`config.mk`:
```
export PLATFORM = sky130hd
export DESIGN_NAME = dac_bitbang_writer
export DESIGN_NICKNAME = d
export VERILOG_FILES = /design/src/rtl/dac_bb_pkg.sv /design/src/rtl/dac_bb_settle_timer.sv /design/src/rtl/dac_bb_frame_seq.sv /design/src/rtl/dac_bb_line_encoder.sv /design/src/rtl/dac_bitbang_writer.sv
export SDC_FILE = /design/constraint.sdc
export NUM_CORES = 1
export LEC_CHECK = 0
export BUFFER_PORTS_ARGS = -buffer_cell sky130_fd_sc_hd__buf_2
export CAP_MARGIN = 15
export CORE_ASPECT_RATIO = 1.5
export CORE_MARGIN = 2
export CORE_UTILIZATION = 45
export DETAILED_ROUTE_END_ITERATION = 7
export PLACE_DENSITY = 0.68
export SYNTH_ARGS = -nofsm -noshare
export SYNTH_HDL_FRONTEND = slang
export SYNTH_SLANG_ARGS = --single-unit
export TNS_END_PERCENT = 5
```
`constraint.sdc`:
```
create_clock -name clk_i -period 2.2 [get_ports clk_i]
set_input_delay 0 -clock clk_i [delete_from_list [all_inputs] [get_ports clk_i]]
set_output_delay 0 -clock clk_i [all_outputs]
set_load 0.01 [all_outputs]
```
`src/rtl/dac_bb_pkg.sv`:
```
package dac_bb_pkg;

    typedef enum logic [1:0] {
        SEG_START = 2'd0,
        SEG_BYTE  = 2'd1,
        SEG_STOP  = 2'd2
    } seg_e;

    typedef enum logic [1:0] {
        ST_IDLE  = 2'd0,
        ST_WRITE = 2'd1,
        ST_WAIT  = 2'd2,
        ST_DONE  = 2'd3
    } fsm_e;

    localparam int PHASES      = 3;
    localparam int FRAME_BYTES = 3;

    function automatic int frame_writes(input int byte_w, input int n_bytes);
        return PHASES + n_bytes * (byte_w + 1) * PHASES + PHASES;
    endfunction

endpackage

```
`src/rtl/dac_bb_settle_timer.sv`:
```
module dac_bb_settle_timer #(
    parameter int SETTLE_CYCLES = 1000
) (
    input  logic clk_i,
    input  logic rst_ni,
    input  logic load_i,
    output logic expired_o
);
    localparam int CNT_W = $clog2(SETTLE_CYCLES + 1);

    logic [CNT_W-1:0] cnt_d, cnt_q;

    always_comb begin
        cnt_d = cnt_q;
        if (load_i) begin
            cnt_d = CNT_W'(SETTLE_CYCLES - 2);
        end else if (cnt_q != '0) begin
            cnt_d = cnt_q - 1'b1;
        end
    end

    always_ff @(posedge clk_i or negedge rst_ni) begin
        if (!rst_ni) cnt_q <= '0;
        else         cnt_q <= cnt_d;
    end

    assign expired_o = (cnt_q == '0) && !load_i;

    // a load always restarts the countdown from its top value
    assert_timer_reload_R3: assert property (@(posedge clk_i) disable iff (!rst_ni)
        load_i |=> (cnt_q == CNT_W'(SETTLE_CYCLES - 2)));

endmodule

```
`src/rtl/dac_bb_frame_seq.sv`:
```
module dac_bb_frame_seq
    import dac_bb_pkg::*;
#(
    parameter int BYTE_W    = 8,
    parameter int NUM_BYTES = 3,
    localparam int BIT_W    = $clog2(BYTE_W + 1),
    localparam int IDX_W    = (NUM_BYTES > 1) ? $clog2(NUM_BYTES) : 1
) (
    input  logic             clk_i,
    input  logic             rst_ni,
    input  logic             clear_i,
    input  logic             adv_i,
    output seg_e             seg_o,
    output logic [IDX_W-1:0] byte_idx_o,
    output logic [BIT_W-1:0] bit_idx_o,
    output logic [1:0]       phase_o,
    output logic             last_o
);
    localparam logic [BIT_W-1:0] ACK_SLOT  = BIT_W'(BYTE_W);
    localparam logic [IDX_W-1:0] LAST_BYTE = IDX_W'(NUM_BYTES - 1);
    localparam logic [1:0]       LAST_PH   = 2'(PHASES - 1);

    typedef struct packed {
        seg_e             seg;
        logic [IDX_W-1:0] byte_idx;
        logic [BIT_W-1:0] bit_idx;
        logic [1:0]       phase;
    } seq_t;

    seq_t seq_d, seq_q;

    always_comb begin
        seq_d = seq_q;
        if (clear_i) begin
            seq_d = '{seg: SEG_START, byte_idx: '0, bit_idx: '0, phase: '0};
        end else if (adv_i) begin
            if (seq_q.phase == LAST_PH) begin
                seq_d.phase = '0;
                unique case (seq_q.seg)
                    SEG_START: begin
                        seq_d.seg      = SEG_BYTE;
                        seq_d.byte_idx = '0;
                        seq_d.bit_idx  = '0;
                    end
                    SEG_BYTE: begin
                        if (seq_q.bit_idx == ACK_SLOT) begin
                            seq_d.bit_idx = '0;
                            if (seq_q.byte_idx == LAST_BYTE) seq_d.seg = SEG_STOP;
                            else seq_d.byte_idx = seq_q.byte_idx + 1'b1;
                        end else begin
                            seq_d.bit_idx = seq_q.bit_idx + 1'b1;
                        end
                    end
                    default: seq_d.seg = SEG_STOP;
                endcase
            end else begin
                seq_d.phase = seq_q.phase + 1'b1;
            end
        end
    end

    always_ff @(posedge clk_i or negedge rst_ni) begin
        if (!rst_ni) seq_q <= '{seg: SEG_START, byte_idx: '0, bit_idx: '0, phase: '0};
        else         seq_q <= seq_d;
    end

    assign seg_o      = seq_q.seg;
    assign byte_idx_o = seq_q.byte_idx;
    assign bit_idx_o  = seq_q.bit_idx;
    assign phase_o    = seq_q.phase;
    assign last_o     = (seq_q.seg == SEG_STOP) && (seq_q.phase == LAST_PH);

    // each bit spans exactly three phases
    assert_phase_range_R6: assert property (@(posedge clk_i) disable iff (!rst_ni)
        seq_q.phase <= LAST_PH);

    // the slot after the last data bit is the acknowledge, never beyond
    assert_bit_range_R8: assert property (@(posedge clk_i) disable iff (!rst_ni)
        seq_q.bit_idx <= ACK_SLOT);

endmodule

```
`src/rtl/dac_bb_line_encoder.sv`:
```
module dac_bb_line_encoder
    import dac_bb_pkg::*;
#(
    parameter int REG_W   = 8,
    parameter int CLK_BIT = 0,
    parameter int DAT_BIT = 1,
    parameter int BYTE_W  = 8,
    localparam int BIT_W  = $clog2(BYTE_W + 1)
) (
    input  logic [REG_W-1:0]  base_i,
    input  logic [BYTE_W-1:0] cur_byte_i,
    input  seg_e              seg_i,
    input  logic [BIT_W-1:0]  bit_idx_i,
    input  logic [1:0]        phase_i,
    output logic [REG_W-1:0]  word_o
);
    logic             scl, sda;
    logic [BYTE_W-1:0] shifted;

    always_comb begin
        shifted = cur_byte_i << bit_idx_i;
        scl     = 1'b0;
        sda     = 1'b0;
        unique case (seg_i)
            SEG_START: begin
                scl = (phase_i != 2'd2);
                sda = (phase_i == 2'd0);
            end
            SEG_STOP: begin
                scl = (phase_i != 2'd0);
                sda = (phase_i == 2'd2);
            end
            default: begin
                scl = (phase_i == 2'd1);
                sda = (bit_idx_i < BIT_W'(BYTE_W)) ? shifted[BYTE_W-1] : 1'b0;
            end
        endcase
        word_o          = base_i;
        word_o[CLK_BIT] = scl;
        word_o[DAT_BIT] = sda;
    end

endmodule

```
`src/rtl/dac_bitbang_writer.sv`:
```
module dac_bitbang_writer
    import dac_bb_pkg::*;
#(
    parameter int         REG_W        = 8,
    parameter int         CLK_BIT      = 0,
    parameter int         DAT_BIT      = 1,
    parameter int         CLK_FREQ_MHZ = 100,
    parameter int         SETTLE_US    = 10,
    parameter logic [7:0] DEV_BYTE     = 8'h9C,
    parameter logic [7:0] CTRL_BYTE    = 8'h00
) (
    input  logic             clk_i,
    input  logic             rst_ni,
    input  logic             start_i,
    input  logic [REG_W-1:0] base_i,
    input  logic [7:0]       value_i,
    output logic             wr_o,
    output logic [REG_W-1:0] wr_data_o,
    output logic             done_o
);
    localparam int BYTE_W        = 8;
    localparam int SETTLE_CYCLES = CLK_FREQ_MHZ * SETTLE_US;
    localparam int BIT_W         = $clog2(BYTE_W + 1);
    localparam int IDX_W         = (FRAME_BYTES > 1) ? $clog2(FRAME_BYTES) : 1;
    localparam int N_WRITES      = frame_writes(BYTE_W, FRAME_BYTES);
    localparam logic [REG_W-1:0] LINE_MASK =
        (REG_W'(1) << CLK_BIT) | (REG_W'(1) << DAT_BIT);

    typedef struct packed {
        fsm_e              fsm;
        logic [REG_W-1:0]  base;
        logic [BYTE_W-1:0] value;
    } ctl_t;

    ctl_t ctl_d, ctl_q;

    logic             tmr_load, tmr_expired;
    logic             seq_clear, seq_adv, seq_last;
    seg_e             seg;
    logic [IDX_W-1:0] byte_idx;
    logic [BIT_W-1:0] bit_idx;
    logic [1:0]       phase;
    logic [BYTE_W-1:0] cur_byte;

    always_comb begin
        ctl_d     = ctl_q;
        tmr_load  = 1'b0;
        seq_clear = 1'b0;
        seq_adv   = 1'b0;
        unique case (ctl_q.fsm)
            ST_IDLE: begin
                if (start_i) begin
                    ctl_d.fsm   = ST_WRITE;
                    ctl_d.base  = base_i;
                    ctl_d.value = value_i;
                    seq_clear   = 1'b1;
                end
            end
            ST_WRITE: begin
                tmr_load  = 1'b1;
                ctl_d.fsm = ST_WAIT;
            end
            ST_WAIT: begin
                if (tmr_expired) begin
                    if (seq_last) begin
                        ctl_d.fsm = ST_DONE;
                    end else begin
                        seq_adv   = 1'b1;
                        ctl_d.fsm = ST_WRITE;
                    end
                end
            end
            default: ctl_d.fsm = ST_IDLE;
        endcase
    end

    always_ff @(posedge clk_i or negedge rst_ni) begin
        if (!rst_ni) ctl_q <= '{fsm: ST_IDLE, base: '0, value: '0};
        else         ctl_q <= ctl_d;
    end

    always_comb begin
        unique case (byte_idx)
            IDX_W'(0): cur_byte = DEV_BYTE;
            IDX_W'(1): cur_byte = CTRL_BYTE;
            default:   cur_byte = ctl_q.value;
        endcase
    end

    dac_bb_settle_timer #(
        .SETTLE_CYCLES(SETTLE_CYCLES)
    ) u_timer (
        .clk_i    (clk_i),
        .rst_ni   (rst_ni),
        .load_i   (tmr_load),
        .expired_o(tmr_expired)
    );

    dac_bb_frame_seq #(
        .BYTE_W   (BYTE_W),
        .NUM_BYTES(FRAME_BYTES)
    ) u_seq (
        .clk_i     (clk_i),
        .rst_ni    (rst_ni),
        .clear_i   (seq_clear),
        .adv_i     (seq_adv),
        .seg_o     (seg),
        .byte_idx_o(byte_idx),
        .bit_idx_o (bit_idx),
        .phase_o   (phase),
        .last_o    (seq_last)
    );

    dac_bb_line_encoder #(
        .REG_W  (REG_W),
        .CLK_BIT(CLK_BIT),
        .DAT_BIT(DAT_BIT),
        .BYTE_W (BYTE_W)
    ) u_enc (
        .base_i    (ctl_q.base),
        .cur_byte_i(cur_byte),
        .seg_i     (seg),
        .bit_idx_i (bit_idx),
        .phase_i   (phase),
        .word_o    (wr_data_o)
    );

    assign wr_o   = (ctl_q.fsm == ST_WRITE);
    assign done_o = (ctl_q.fsm == ST_DONE);

    // Checker state: cycles since the last strobe and strobes in this frame
    logic [31:0] gap_q, wcnt_q;
    logic        seen_q;
    always_ff @(posedge clk_i or negedge rst_ni) begin
        if (!rst_ni) begin
            gap_q  <= '0;
            wcnt_q <= '0;
            seen_q <= 1'b0;
        end else begin
            if (wr_o) gap_q <= 32'd1;
            else if (gap_q != 32'hFFFF_FFFF) gap_q <= gap_q + 1;
            if (ctl_q.fsm == ST_IDLE) begin
                seen_q <= 1'b0;
                wcnt_q <= '0;
            end else if (wr_o) begin
                seen_q <= 1'b1;
                wcnt_q <= wcnt_q + 1;
            end
        end
    end

    // strobe spacing inside a frame
    assert_strobe_gap_R3: assert property (@(posedge clk_i) disable iff (!rst_ni)
        (wr_o && seen_q) |-> (gap_q == 32'(SETTLE_CYCLES)));

    // write count per frame
    assert_frame_len_R10: assert property (@(posedge clk_i) disable iff (!rst_ni)
        done_o |-> (wcnt_q == 32'(N_WRITES)));

    // done is a single-cycle pulse, one settle after the last write
    assert_done_pulse_R11: assert property (@(posedge clk_i) disable iff (!rst_ni)
        done_o |=> !done_o);
    assert_done_spacing_R11: assert property (@(posedge clk_i) disable iff (!rst_ni)
        done_o |-> (gap_q == 32'(SETTLE_CYCLES)));

    // non-line bits follow the captured base
    assert_base_pass_R4: assert property (@(posedge clk_i) disable iff (!rst_ni)
        wr_o |-> ((wr_data_o & ~LINE_MASK) == (ctl_q.base & ~LINE_MASK)));

    // captured operands hold while busy
    assert_busy_hold_R12: assert property (@(posedge clk_i) disable iff (!rst_ni)
        (ctl_q.fsm != ST_IDLE) |=> ($stable(ctl_q.base) && $stable(ctl_q.value)));

endmodule

```
Word-level counts from Yosys, hierarchy flattened:

Index checks and enable logic that the tools add are counted.

* bits in writable memories: 0
* register bits after elaboration: 38
* bits in latches: 0
* input port bits: 19
* memories kept: 0
* output and inout bits: 10
* ROM bits: 0

* reduce and logical (&&, ||, !) cells: 19
* multiplexer cells: 26
* divide/modulo/power cells: 0
* bitwise operators: 0
* add/sub/neg operators: 4
* shifts and indexed selects: 1
* $lt $le $gt $ge: 1
* equal/unequal tests: 16
* $mul: 0

Operators by type and width (number)
* $mux W10: 4
* $mux W18: 1
* $pmux W8 S2: 1
* $pmux W6 S2: 1
* $eq A2 B2 Y1 const B: 5
* $logic_not A10 Y1: 1
* $mux W2: 5
* $reduce_bool A10 Y1: 1
* $sub A10 B1 Y10 const B: 1
* $eq A2 B1 Y1 const B: 4
* $logic_not A2 Y1: 4
* $mux W4: 2
* $mux W8: 1
* $reduce_bool A2 Y1: 4
* $shl A8 B4 Y8: 1
* $mux W1: 7
* $ne A2 B2 Y1 const B: 3
* $ne A3 B2 Y1 const B: 2
* $pmux W2 S3: 1
* $reduce_and A5 Y1: 1
* $add A2 B1 Y2 const B: 2
* $add A4 B1 Y4 const B: 1
* $eq A4 B4 Y1 const B: 1
* $lt A4 B4 Y1 const B: 1
* other kinds (9): 12

Logic depth before layout (Yosys ltp):

Gate-level depths: netlist of the first run.

* depth in word-level cells: 8
* mapped depth: 8
* gate-level depth less buffers: 6

By module:

A second synthesis of the first run with hierarchy kept.

* cells, all modules: 194
* area total of the unflattened synthesis: 2167.1 sq um

Modules (own cells, without submodules)
* dac_bitbang_writer: cells each 54, area each 819.5 sq um, times used 1
* dac_bb_settle_timer: cells each 59, area each 586.8 sq um, times used 1
* dac_bb_frame_seq: cells each 60, area each 576.8 sq um, times used 1
* dac_bb_line_encoder: cells each 21, area each 183.9 sq um, times used 1

Least setup slack after synthesis of the first run:

OpenSTA, ideal clock, no wires.

* path kind: reg2reg
* from: register u_timer.cnt_q[0]
* to: register u_seq.seq_q, in the netlist u_seq.phase_o[1]
* arrival time: 1983 ps
* stages on the path, launching flop included: 9
* setup slack: 138 ps
* cells stage by stage: dfrtp_1 -> inv_1 -> ha_1 -> or4b_1 -> buf_2 -> or3_1 -> buf_6 -> nor3_4 -> mux2i_1

* longest elaborated chain between the ends: 5

RTL lines
* start, declared: line dac_bb_settle_timer.sv:11 `logic [CNT_W-1:0] cnt_d, cnt_q;`
* start signal, assigned: line dac_bb_settle_timer.sv:24 `else cnt_q <= cnt_d;`
* $logic_not A10 Y1: line dac_bb_settle_timer.sv:27 `assign expired_o = (cnt_q == '0) && !load_i;`
* $logic_and A1 B1 Y1: line dac_bb_settle_timer.sv:27
* $mux W1: line dac_bitbang_writer.sv:64 `if (tmr_expired) begin`
* $mux W1: line dac_bitbang_writer.sv:50 `unique case (ctl_q.fsm)`
* $reduce_bool A2 Y1 (no source line)
* end signal, assigned: line dac_bb_frame_seq.sv:63 `if (!rst_ni) seq_q <= '{seg: SEG_START, byte_idx: '0, bit_idx: '0, phase: '0};`
* end signal, assigned: line dac_bb_frame_seq.sv:64 `else seq_q <= seq_d;`
* end, declared: line dac_bb_frame_seq.sv:30 `seq_t seq_d, seq_q;`

No other way between the ends.
A chain may end at the register's enable or synchronous reset.

Final worst setup path of the first run:

Ends and elaborated chain as after synthesis.

==> summary by stage, run 1 <==
Status
The run finished with clean final reports.

STA
Setup repair after global routing left no endpoint under its margin. Derived from the worst setup path, the maximum achievable clock frequency is 487 MHz. Measured against its own limit, the worst slew margin works out to 46.9%.

After layout, the worst path uses about 93% of the clock period. The tightest hold margin is slightly below 0.07 ns. The number of hold-slack violations in the final timing report came to 0. Setup violations remaining at the end of the flow were counted as 0.

After routing, the total negative slack on setup checks comes to 0 ns. The count of final max-slew check failures is 0. The final worst clock skew is about 0.0071 ns. The clock period could shrink to 2.05 ns. The transition time at the pin with the least slew margin is roughly 0.80 ns.

Placed design
Routability-driven placement finished with a final weighted congestion of 0.921. The wire-length estimate of the detail-placed layout is 3080 microns. Summing all placed instances gives a cell area of roughly 0.0022 sq mm. The quantity of I/O buffers inserted on ports is 26.

Setup path
The type of element capturing the critical path is a register. The buffers plus inverters on the worst setup path is 1. The kind of cell with the highest combined delay on the critical path is simple AND/OR/NAND/NOR gates. The highest net fanout along the worst path is 6.

The delay of the slowest cell on the worst path is ~0.53 ns. The kind of launch point of the worst setup path is a register. The worst path arrival time is 2.27 ns.

The data required time at the worst endpoint is 2.42 ns. The highest-delay cell along the critical path is sky130_fd_sc_hd__or4b_1. Traced cell by cell, the critical path runs through inv_1 -> ha_1 -> or4b_1 -> or3_4 -> nor3_4 -> mux2i_1. The path type of the worst setup path is reg2reg.

Yosys
In the post-synthesis netlist, the cell with the most instances is sky130_fd_sc_hd__nand2_1. The predominant post-synthesis flop cell is sky130_fd_sc_hd__dfrtp_1. The proportion of synthesized chip area in sequential cells is 43.8%. For this run, asynchronously set or reset flops after synthesis account for 100%. Summed over all instances, the cell type with the most area after synthesis is sky130_fd_sc_hd__dfrtp_1. The commonest cells after synthesis are 57 x sky130_fd_sc_hd__nand2_1, 36 x sky130_fd_sc_hd__dfrtp_1, 14 x sky130_fd_sc_hd__nor2_1.

The area share of the leading cell type in the synthesized netlist is 43.8%. The number of synthesized register bits is 36. The average cell area after synthesis is 9.02 sq um. After synthesis, the cell types taking the most area are sky130_fd_sc_hd__dfrtp_1 44%, sky130_fd_sc_hd__nand2_1 10%, sky130_fd_sc_hd__ha_1 4.3%. The cell area that synthesis handed to floorplanning was ~0.0021 sq mm. The number of nets handed over by synthesis was 254. Counting flops with a built-in enable in the synthesized netlist gives 0. Synthesis produced 228 cells.

Yosys printed 0 warnings. The number of different library cells in the post-synthesis netlist is 46.

Layout
The net count of the finished layout is 287. After routing the design area is 0.00240 sq mm. From synthesis to final layout, the design area changed by 16.8%. Cells with a size suffix above 1 make up roughly 16% of the layout. The final standard cell utilization of the core is a little over half.

The repair_antennas step left the layout with diodes totalling 0.

Routing
Signal routing reaches up to met4. The number of DRC violations after detailed-routing iteration 0 is 34. The routed length on met2 is roughly 2500 microns. The via count is 1667. The total DRC errors in the routed layout is 0.

Once detail routing completed, the nets flagged for antenna violations numbered 0. Wires add up to around 4400 microns. Summed over all nets, wire length on met3 after detailed routing comes to between 80 and 90 microns. In the routed layout, each cell is associated on average with a via count of 5.39. The pre-antenna-repair detailed-routing pass consisted of 4 iterations. Dividing the detail-routed wire length by the instance count gives about 14 microns.

In the final routing, the length of wire on met1 measures 1760 microns.

Clocking
The tree is rooted in a sky130_fd_sc_hd__clkbuf_8. Clock tree synthesis found a total of 36 sinks. Clock tree synthesis inserted a total of 5 buffers. After clock tree synthesis, the setup repair step added 0 buffers. Counting along the longest clock path gives a buffer depth of 2.

The clock tree from TritonCTS is built. The clock reaches the later pin of the worst-skew pair after 0.29 ns. CTS built an H-tree with a depth of 2.

After clock tree synthesis, the clock-pin slew on the worst setup and hold paths is 0.07 ns.

Power and ir drop
Across the VDD grid, the largest voltage drop is 0.385 mV. The areal power density over the cells is 504 mW/mm^2. Summed over all cells, the static leakage comes to 1.17 nW.

Global routing
The number of global-route vias before repair is ~1.7k. The total global routing overflow is 0. The first global-routing pass estimated 7620 microns of wire. Entering global routing, the biggest net connects 37 pins. The number of antenna violations at the first check in global routing is 0. Global routing used 19.7% of the available tracks across all layers.

Die
The row count is 30. The core outline area is around 0.0045 sq mm. In this run the count of I/O pins placed on the die edge is 29.

The die span in x is just under 60 microns. In this run the vertical extent of the chip is 86.8 microns. Once the floorplan was initialized, standard cells occupied 46.1% of the core. The total die area is 0.00514 sq mm.

Run
The max-capacitance violation count is 0.

Worst hold path
The type of the most critical hold path is in2reg.
[per-layer routing]
layer	track usage [%]	up-vias
li1	-	835
met1	21.8	804
met2	34.7	17
met3	4.33	11
met4	9.09	0
met5	0	-
[cell families after synthesis]
logic type / after synthesis / synth area share (%)
and+or+nand+nor: 110 / 27.9
DFF: 36 / 43.8
AOI/OAI and AO/OA: 33 / 10.4
buffers and inverters: 29 / 7.54
muxes: 8 / 3.95
adders and majority gates: 7 / 4.26
xor gates and xnor gates: 5 / 2.13
[worst min-delay path: stages]
cell and delay (ns):
sky130_fd_sc_hd__buf_2 0.11, sky130_fd_sc_hd__nor2_1 0.07, sky130_fd_sc_hd__o21ai_0 0.07, sky130_fd_sc_hd__o21ai_0 0.07
[through the flow]
stage / setup slack, ns / power [W] / instances
global placement: 0.127 / 0.000760 / 287
CTS: 0.0561 / 0.00123 / 309
floorplan: 0.138 / 0.000730 / 228
detailed placement: 0.0698 / 0.000762 / 287
global route: 0.0130 / 0.00128 / 309
finish: 0.148 / 0.00121 / 309
[final timing paths]
path / end / cells past startpoint / startpoint / slack, ns
worst min register to register: ctl_q[0] / 2 / ctl_q[0] / 0.48
max in group asynchronous: u_seq.byte_idx_o[1] / 2 / rst_ni / 1.36
min in group asynchronous: ctl_q[2] / 2 / rst_ni / 0.32
worst min-delay path: u_seq.phase_o[0] / 4 / start_i / 0.07
worst max-delay path: u_seq.phase_o[1] / 6 / u_timer.cnt_q[0] / 0.15
worst max register to register: u_seq.phase_o[1] / 6 / u_timer.cnt_q[0] / 0.15
[state kept, by name, summed over array words and instances, names as in the netlist]
signal and flops:
u_seq.seg_o 2, ctl_q 16, u_timer.cnt_q 10, u_seq.phase_o 2
u_seq.byte_idx_o 2, u_seq.bit_idx_o 4
[power by group]
part	internal, W	switching (W)
sequential	0.000677	0.0000111
clock	0.000215	0.000227
combinational	0.0000432	0.0000380
total	0.000935	0.000276
[cells in the final DEF, fill, tap and decap left out, types with 3 or more instances in the layout]
| master | synthesis | final |
|---|---|---|
| sky130_fd_sc_hd__nor2b_1 | 3 | 3 |
| sky130_fd_sc_hd__dfrtp_1 | 36 | 36 |
| sky130_fd_sc_hd__nor3_1 | 7 | 7 |
| sky130_fd_sc_hd__dlygate4sd3_1 | 0 | 15 |
| sky130_fd_sc_hd__mux2i_1 | 7 | 7 |
| sky130_fd_sc_hd__nor4bb_1 | 3 | 3 |
| sky130_fd_sc_hd__a31oi_1 | 4 | 4 |
| sky130_fd_sc_hd__o211ai_1 | 4 | 4 |
| sky130_fd_sc_hd__nand2_1 | 57 | 57 |
| sky130_fd_sc_hd__inv_1 | 10 | 10 |
| sky130_fd_sc_hd__nand3b_1 | 3 | 3 |
| sky130_fd_sc_hd__ha_1 | 7 | 7 |
| sky130_fd_sc_hd__a21oi_1 | 6 | 6 |
| sky130_fd_sc_hd__clkbuf_8 | 0 | 5 |
| sky130_fd_sc_hd__buf_4 | 8 | 4 |
| sky130_fd_sc_hd__xnor2_1 | 3 | 3 |
| sky130_fd_sc_hd__nor2_1 | 14 | 14 |
| sky130_fd_sc_hd__buf_2 | 1 | 26 |
| sky130_fd_sc_hd__o21ai_0 | 7 | 7 |
[layout make-up]
cell class | count | area [sq um]
Timing Repair Buffer | 45 | 310
Clock inverter | 1 | 5.00
Clock buffer | 6 | 72.6
Multi-Input combinational cell | 163 | 1020
Sequential cell | 36 | 901
Tap cell | 48 | 60.1
Fill cell | 412 | 2060
Inverter | 10 | 37.5
[repair_timing]
action	in CTS	in global routing
setup endpoints to repair	0	3
hold endpoints to repair	50	0
hold buffers	15	0
gates resized for setup	0	3
No activity file was read; power rests on OpenSTA's default activity.
==> run 2, diff against run 1 <==
--- a/config.mk
+++ b/config.mk
@@ -5,13 +5,13 @@
 export SDC_FILE = /design/constraint.sdc
 export NUM_CORES = 1
 export LEC_CHECK = 0
-export BUFFER_PORTS_ARGS = -buffer_cell sky130_fd_sc_hd__buf_2
 export CAP_MARGIN = 15
 export CORE_ASPECT_RATIO = 1.5
 export CORE_MARGIN = 2
 export CORE_UTILIZATION = 45
 export DETAILED_ROUTE_END_ITERATION = 7
-export PLACE_DENSITY = 0.68
+export DONT_BUFFER_PORTS = 1
+export RECOVER_POWER = 100
 export SYNTH_ARGS = -nofsm -noshare
 export SYNTH_HDL_FRONTEND = slang
 export SYNTH_SLANG_ARGS = --single-unit
==> constraint.sdc (replaced) <==
create_clock -name clk_i -period 2.4 [get_ports clk_i]
set_input_delay 0 -clock clk_i [delete_from_list [all_inputs] [get_ports clk_i]]
set_output_delay 0 -clock clk_i [all_outputs]
set_load 0.01 [all_outputs]
==> summary by stage, run 2 (synthesis results as in run 1) <==
STA
The final setup violation count is 0 (unchanged). The maximum operating frequency is 451 MHz (-7.4%). The final critical-path setup slack is 0.184 ns (+0.0359 ns).

The post-route fraction of the period consumed by the critical path was 92.3% (-0.94 points). The final worst clock skew came to 0.00339 ns (-0.00366 ns). The normalized max-slew margin is -6.59% (-53 points). The final sum of negative setup slack is 0 ns (unchanged). Setup repair after global routing left no endpoint under its margin. The count of final max-slew check failures came to 37 (+37). The transition time at the pin with the least slew margin is 1.60 ns (+0.802 ns). The number of hold-slack violations in the final timing report is 0 (unchanged). The final critical path time including I/O delays and setup is 2.22 ns (+0.164 ns).

Layout
The layout overhead on the synthesized area is 9.79%. The total area of sequential cells is 901 sq um (unchanged). Counting flops per register, the top entry is ctl_q.

The number of flip-flops under the largest register name is 16 (unchanged). The number of standard cells in the layout, taps in and fillers out came to 283 (-8.4%). The final-stage net count is 261 (-9.1%).

The area of the multi-input gates is 997 sq um (-2.0%). The top cell types in the final layout, fill and taps aside, are 57 x sky130_fd_sc_hd__nand2_1, 36 x sky130_fd_sc_hd__dfrtp_1, 16 x sky130_fd_sc_hd__dlygate4sd3_1, 14 x sky130_fd_sc_hd__nor2_1, 10 x sky130_fd_sc_hd__inv_1. The antenna diode count is 0 (unchanged).

The share of final-layout standard cells stronger than drive strength 1 was 5.11% (-11 points). The filler cell count in the final layout is 419 (+1.7%). The final standard cell utilization of the core was 50.6% (-3.2 points). The library cell used most frequently in the layout, excluding fill and tap cells, is sky130_fd_sc_hd__nand2_1.

Power and ir drop
The areal power density over the cells is 483 mW/mm^2 (-4.2%). The largest voltage drop on the vdd net came to 0.358 mV (-6.9%). The total leakage power is 1.05 nW (-11%).

Clocking
The source-to-sink clock delay at the later pin of the worst-skew pair is 0.28 ns (about the same). The clock sink count is 36 (unchanged). The number of H-tree branching levels is 2 (unchanged).

The clock transition at the registers of the reported paths is 0.07 ns (about the same). TritonCTS built the clock tree. The maximum clock insertion buffer count is 2 (unchanged).

Clock tree synthesis selected as its root buffer the cell sky130_fd_sc_hd__clkbuf_8. The TritonCTS buffer count was 5 (unchanged).

Die
The die span in x was 59.2 microns (unchanged). The core outline area is 0.00447 sq mm (unchanged). The row count is 30 (unchanged).

The starting utilization of the core area is 46.1% (unchanged). The number of top-level pins came to 29 (unchanged). The total die area came to 0.00514 sq mm (unchanged). The floorplan die height came to 86.8 microns (unchanged).

Setup path
The worst path arrival time was 2.43 ns (+0.16 ns). The worst setup slack for register-to-register paths is 0.18 ns (+0.04 ns). The type of element capturing the critical path is a register. The kind of launch point of the worst setup path is a register.

The path type of the worst setup path is reg2reg. The data required time at the worst endpoint is 2.61 ns (+0.19 ns). The highest net fanout along the worst path is 8 (+2).

Routing
The residual antenna-violating net count after detailed routing was 0 (unchanged). The number of DRC violations after detailed-routing iteration 0 came to 59 (+74%). The average via count per standard cell came to 5.35 (-0.90%). The total DRC errors in the routed layout came to 0 (unchanged). The per-cell routed wire length is 14.6 microns (+2.3%). The via count is 1513 (-9.2%).

The wire length after detailed routing is 4140 microns (-6.3%). The length of the first detailed-routing pass in iterations is 4 (unchanged).

Global routing
The total global routing overflow was 0 (unchanged). The global-route wire length before repair was 7110 microns (-6.6%). The number of antenna violations at the first check in global routing is 0 (unchanged). The overall routing resource usage is 18.1% (-1.6 points). The number of global-route vias before repair is 1528 (-10%).

The maximum number of pins on one net before global-route repair was 37 (unchanged).

Placed design
The pre-CTS setup slack is 0.180 ns (+0.111 ns). The quantity of I/O buffers inserted on ports is 0 (-100%). The half-perimeter wire length of the detailed placement result was 2920 microns (-5.2%). The final weighted congestion in routability-driven placement is 0.803 (-13%). The cell count after placement came to 259 (-9.8%).

Worst hold path
The tightest min-delay check is of the in2reg type.

Status
The final reports fail on capacitance limit, slew limit. The run finished, with violations left.

Run
The max-capacitance violation count was 1 (+1).
run 2: through the flow:
step | hold slack (ns) | cell area, sq um | total power, W
3_3_place_gp | -0.295 | 2020 | 0.000668
4_1_cts | 0.0898 | 2280 | 0.00111
6_report | 0.140 | 2260 | 0.00109
5_1_grt | 0.173 | 2260 | 0.00114
3_5_place_dp | -0.295 | 2020 | 0.000669
2_1_floorplan | -0.296 | 2060 | 0.000669
run 2: critical path, cell delays in order (launching register included):
cell and delay [ns]:
sky130_fd_sc_hd__dfrtp_1 0.37, sky130_fd_sc_hd__inv_1 0.11, sky130_fd_sc_hd__ha_1 0.16, sky130_fd_sc_hd__or4b_1 0.61, sky130_fd_sc_hd__or3_1 0.48, sky130_fd_sc_hd__nor3_4 0.22, sky130_fd_sc_hd__mux2i_1 0.19
run 2: cell type report:
cell class / instances / area share (%)
multi-input cells: 163 / 44.2
well taps: 48 / 2.66
clock buffers: 6 / 3.21
repair buffers: 19 / 8.20
flip-flops and latches: 36 / 39.9
clock inverters: 1 / 0.222
inverters: 10 / 1.66
run 2: final timing paths:
check | end | cells after the start | start
worst max-delay path | u_seq.phase_o[1] | 6 | u_timer.cnt_q[0]
min in group asynchronous | u_seq.bit_idx_o[0] | 2 | rst_ni
worst min register to register | ctl_q[0] | 2 | ctl_q[0]
max in group asynchronous | u_seq.byte_idx_o[1] | 2 | rst_ni
worst max register to register | u_seq.phase_o[1] | 6 | u_timer.cnt_q[0]
worst min-delay path | ctl_q[1] | 3 | start_i
run 2: layer usage:
| metal | global-route usage, % | wire [microns] |
|---|---|---|
| met1 | 22.1 | 1820 |
| met2 | 31.2 | 2170 |
| met5 | 0 | 0 |
| met3 | 3.28 | 81 |
| met4 | 6.20 | 65 |
run 2: what timing repair did:
| action | CTS | global route |
|---|---|---|
| setup buffers | 0 | 0 |
| hold buffers | 17 | 0 |
| endpoints found under the hold margin | 51 | 0 |
| resized for setup | 0 | 0 |
run 2: power by group:
group / switching [W] / internal [W]
Combinational: 0.0000264 / 0.0000298
Clock: 0.000203 / 0.000197
Sequential: 0.0000139 / 0.000620
Total: 0.000243 / 0.000847
